`config.mk`:
```
export PLATFORM = sky130hd
export DESIGN_NAME = sbus_slave
export DESIGN_NICKNAME = d
export VERILOG_FILES = /design/src/rtl/sbus_slave.sv
export SDC_FILE = /design/constraint.sdc
export NUM_CORES = 1
export LEC_CHECK = 0
export BUFFER_PORTS_ARGS = -buffer_cell sky130_fd_sc_hd__buf_2
export CAP_MARGIN = 20
export CORE_UTILIZATION = 58
export CTS_CLUSTER_SIZE = 14
export DETAILED_ROUTE_END_ITERATION = 7
export PLACE_DENSITY_LB_ADDON = 0.05
export SYNTH_ARGS = -nofsm -noshare
export SYNTH_HDL_FRONTEND = slang
export SYNTH_SLANG_ARGS = --single-unit
```
`constraint.sdc`:
```
create_clock -name clk -period 4.5 [get_ports clk]
set_input_delay 0.9 -clock clk [delete_from_list [all_inputs] [get_ports clk]]
set_output_delay 0.9 -clock clk [all_outputs]
set_load 0.02 [all_outputs]
```
`src/rtl/sbus_slave.sv`:
```
module sbus_slave #(
  parameter int BYTE_W = 8
) (
  input  logic              clk,
  input  logic              rst_n,
  input  logic              cs_n_in,
  input  logic              sck_in,
  input  logic              mosi_in,
  output logic              miso_out,
  output logic              miso_oe,
  output logic [BYTE_W-1:0] rx_byte,
  output logic              cmd_valid,
  output logic              data_valid,
  input  logic [BYTE_W-1:0] tx_data,
  input  logic              tx_valid,
  output logic              tx_ack
);
  localparam int CW = $clog2(BYTE_W);
  localparam logic [CW-1:0] LAST = CW'(BYTE_W - 1);

  logic [2:0] cs_q, sck_q;
  logic [1:0] mosi_q;
  logic [CW-1:0] cnt;
  logic first, skip;
  logic [BYTE_W-1:0] rx_sr, tx_sr;

  wire sel   = ~cs_q[1];
  wire start = sel & cs_q[2];
  wire rise  = sel & sck_q[1] & ~sck_q[2];
  wire fall  = sel & ~sck_q[1] & sck_q[2];
  wire [BYTE_W-1:0] rx_next = {rx_sr[BYTE_W-2:0], mosi_q[1]};
  wire [BYTE_W-1:0] tx_next = tx_valid ? tx_data : '1;

  assign miso_out = tx_sr[BYTE_W-1];
  assign miso_oe  = sel;

  always_ff @(posedge clk or negedge rst_n) begin
    if (!rst_n) begin
      cs_q       <= '1;
      sck_q      <= '0;
      mosi_q     <= '0;
      cnt        <= '0;
      first      <= 1'b1;
      skip       <= 1'b0;
      rx_sr      <= '0;
      tx_sr      <= '1;
      rx_byte    <= '0;
      cmd_valid  <= 1'b0;
      data_valid <= 1'b0;
      tx_ack     <= 1'b0;
    end else begin
      cs_q       <= {cs_q[1:0], cs_n_in};
      sck_q      <= {sck_q[1:0], sck_in};
      mosi_q     <= {mosi_q[0], mosi_in};
      cmd_valid  <= 1'b0;
      data_valid <= 1'b0;
      tx_ack     <= 1'b0;
      if (!sel) begin
        cnt   <= '0;
        first <= 1'b1;
        skip  <= 1'b0;
      end else begin
        if (start) begin
          tx_sr  <= tx_next;
          tx_ack <= tx_valid;
          skip   <= sck_q[1];
        end else if (fall) begin
          if (skip) begin
            skip <= 1'b0;
          end else if (cnt == '0) begin
            tx_sr  <= tx_next;
            tx_ack <= tx_valid;
          end else begin
            tx_sr <= tx_sr << 1;
          end
        end
        if (rise) begin
          rx_sr <= rx_next;
          if (cnt == LAST) begin
            cnt        <= '0;
            rx_byte    <= rx_next;
            cmd_valid  <= first;
            data_valid <= ~first;
            first      <= 1'b0;
          end else begin
            cnt <= cnt + 1'b1;
          end
        end
      end
    end
  end
endmodule


```
==> qor.csv <==
stage,metric,value,unit
routing,total wire length,2150,um
pwr,Leak,0.864,nW
routing,drt wl/cell,12.2,um
die,core area,0.00250,mm^2
clocking,H-tree depth reported by CTS,2,
pwr,Tot Pwr,0.669,mW
layout,Filler cells,193,
sta,Slew headroom,0.292,
place,HPWL after detailed placement,1500,um
layout,Area Growth Syn to Fin,12.6,%
clocking,setup bufs post-CTS,0,
logic_synthesis,"flops & latches, synth",39,
place,placer congestion estimate,0.741,
layout,Finished Layout Cells,177,
clocking,TritonCTS clock tree,built,
clocking,CTS root buf,clkbuf_4,
pwr,Max IR drop VDD,0.000317,V
layout,Ant. Diodes,0,
pwr,pwr/cell area,384,mW/mm^2
clocking,"Gates resized, CTS repair",0,
sta,final setup fails,0,
logic_synthesis,top cells by instance count after synthesis,"dfrtp_1, mux2_2, nand2_1, dfstp_2, nor2_1",
clocking,Worst-Skew Late Latency,0.33,ns
global_routing,global-route wire length before repair,3660,um
global_routing,initial antenna violation count,0,
sta,setup clock skew after layout,0.00423,ns
sta,post-layout min period,2.10,ns
sta,setup ws final,2.40,ns
worst_setup_path,FF-to-FF setup slack,2.73,ns
global_routing,vias in the first global route,824,
worst_setup_path,worst reg-to-reg path cell count,3,
routing,"antenna viol nets, final",0,
clocking,clock transition at the registers of the reported paths,0.09,ns
sta,pin slew with the least headroom to its limit,1.06,ns
logic_synthesis,"top cells by area, synth","dfrtp_1, dfstp_2, mux2_2",
routing,vias,932,
logic_synthesis,most frequent cell after synthesis,dfrtp_1,
die,DIE WIDTH,53.6,um
clocking,hold-fix buffers at CTS,0,
worst_setup_path,"Arr. time, crit path",1.20,ns
sta,Final Max Slew Viols,0,
run_status,status,finished clean,
logic_synthesis,Gate Count Post-Synth,116,
global_routing,GR Util All Layers,0.187,
global_routing,pin count of the biggest net entering global routing,40,
die,Core Rows,18,
worst_setup_path,crit path to,miso_oe,
clocking,maximum clock path buffer count,2,
layout,Final nets,163,
flow_run,maxcap violations,0,
logic_synthesis,Ys Warns,0,
logic_synthesis,post-synthesis async set-or-reset flop share,1.00,
logic_synthesis,Synth top area share,0.437,
worst_setup_path,crit path kind,flop to output port,
sta,Final TNS setup,0,ns
place,Port Buf Inserts,26,
die,IO Pins,27,
sta,unrepaired setup endpoints after global routing,no,
global_routing,total congestion overflow,0,
routing,drc violations,0,
logic_synthesis,Main synth FF type,dfrtp_1,
layout,final core occ,0.697,
place,Placed Instances,169,
place,pre-CTS setup slack,2.72,ns
worst_setup_path,r2r endpoint,rx_byte[7],
worst_setup_path,CP Max Fanout,6,
sta,Tcrit/Tclk final,0.466,
logic_synthesis,Mean Syn Cell Area,13.3,um^2
layout,post-route cell area,0.00174,mm^2
worst_setup_path,WP data required,3.60,ns
logic_synthesis,Syn Std Cell Area,0.00155,mm^2
worst_setup_path,reg2reg start,cs_q[1],
worst_setup_path,Crit. End Element,output port,
min_path,Hold Crit Class,flop to flop,
logic_synthesis,syn nets,133,
routing,DRT iter0 DRCs,16,
die,initial core utilization,0.619,
clocking,CTS sink count,39,
die,Die Height,53.6,um
sta,WHS,0.358,ns
worst_setup_path,Setup crit start,cs_q[1],
logic_synthesis,Netlist cell types,20,
logic_synthesis,Post-synth EDFFs,0,
logic_synthesis,register area share after synthesis,0.641,
sta,Hold Fails Final Rpt,0,
worst_setup_path,startpoint types,flop,
sta,Fmax achieved,477,MHz
routing,1st-pass router iterations,4,
layout,share of cells above drive strength 1,0.435,
clocking,CTS Buf Count,5,
place,Placed Area,0.00169,mm^2
die,full die area,0.00288,mm^2
routing,mean number of vias per cell,5.27,
logic_synthesis,most area-hungry cell type in the Yosys netlist,dfrtp_1,
==> layout by cell type, fill, tap and decap left out, drive strengths merged, types with 3 or more instances in the layout <==
master and n:
nand2 15, inv 5, buf 26, nor3b 9
nor2 11, clkbuf 8, dfrtp 27, o21ai 3
mux2 15, o31ai 10, dfstp 12, ha 3
==> metal layers <==
layer	vias to the layer above	track usage	share of wire
met4	0	0.105	0.013
met2	17	0.269	0.47
met1	452	0.252	0.47
met5	-	0	0
met3	4	0.0593	0.043
li1	459	-	-
==> where the power goes <==
| group | leakage, nW | internal [mW] | switching, mW |
|---|---|---|---|
| clock | 0.0265 | 0.0623 | 0.0962 |
| sequential | 0.478 | 0.404 | 0.0269 |
| combinational | 0.359 | 0.0417 | 0.0383 |
==> kinds of logic (layout without fill, tap and decap cells) <==
group | after synthesis | count (layout) | share of synthesized area
buffers and inverters | 8 | 39 | 0.0259
AO/OA/AOI/OAI | 15 | 15 | 0.0801
multiplexers | 15 | 15 | 0.109
AND/OR/NAND/NOR | 36 | 36 | 0.120
adder cells (fa/ha/maj) | 3 | 3 | 0.0243
flip-flops | 39 | 39 | 0.641
==> how the worst min path moves through the flow <==
stage	to	slack, ns	from	cells after the start
global route	cs_q[1]	0.37	cs_q[0]	0
detailed placement	mosi_q[1]	0.34	mosi_q[0]	0
global placement	mosi_q[1]	0.34	mosi_q[0]	0
finish	mosi_q[1]	0.36	mosi_q[0]	0
floorplan	mosi_q[1]	0.33	mosi_q[0]	0
CTS	cs_q[1]	0.36	cs_q[0]	0
==> registers in the layout, summed over array words and instances, names as in the netlist, 2 cells and up <==
name     flops
rx_byte      8
tx_sr        8
rx_sr        7
cnt          3
cs_q         3
sck_q        3
mosi_q       2
==> critical path, stage by stage (launching register included) <==
cell and delay, ns:
dfstp_2 0.63, inv_2 0.08, buf_2 0.16
==> layout make-up <==
type | instances | area (um^2) | share of cell area
Sequential cell | 39 | 991 | 0.569
Multi-Input combinational cell | 69 | 515 | 0.296
Timing Repair Buffer | 26 | 130 | 0.0747
Clock buffer | 8 | 48.8 | 0.0280
Tap cell | 30 | 37.5 | 0.0216
Inverter | 5 | 18.8 | 0.0108
Power figures use the tool's default switching activity.
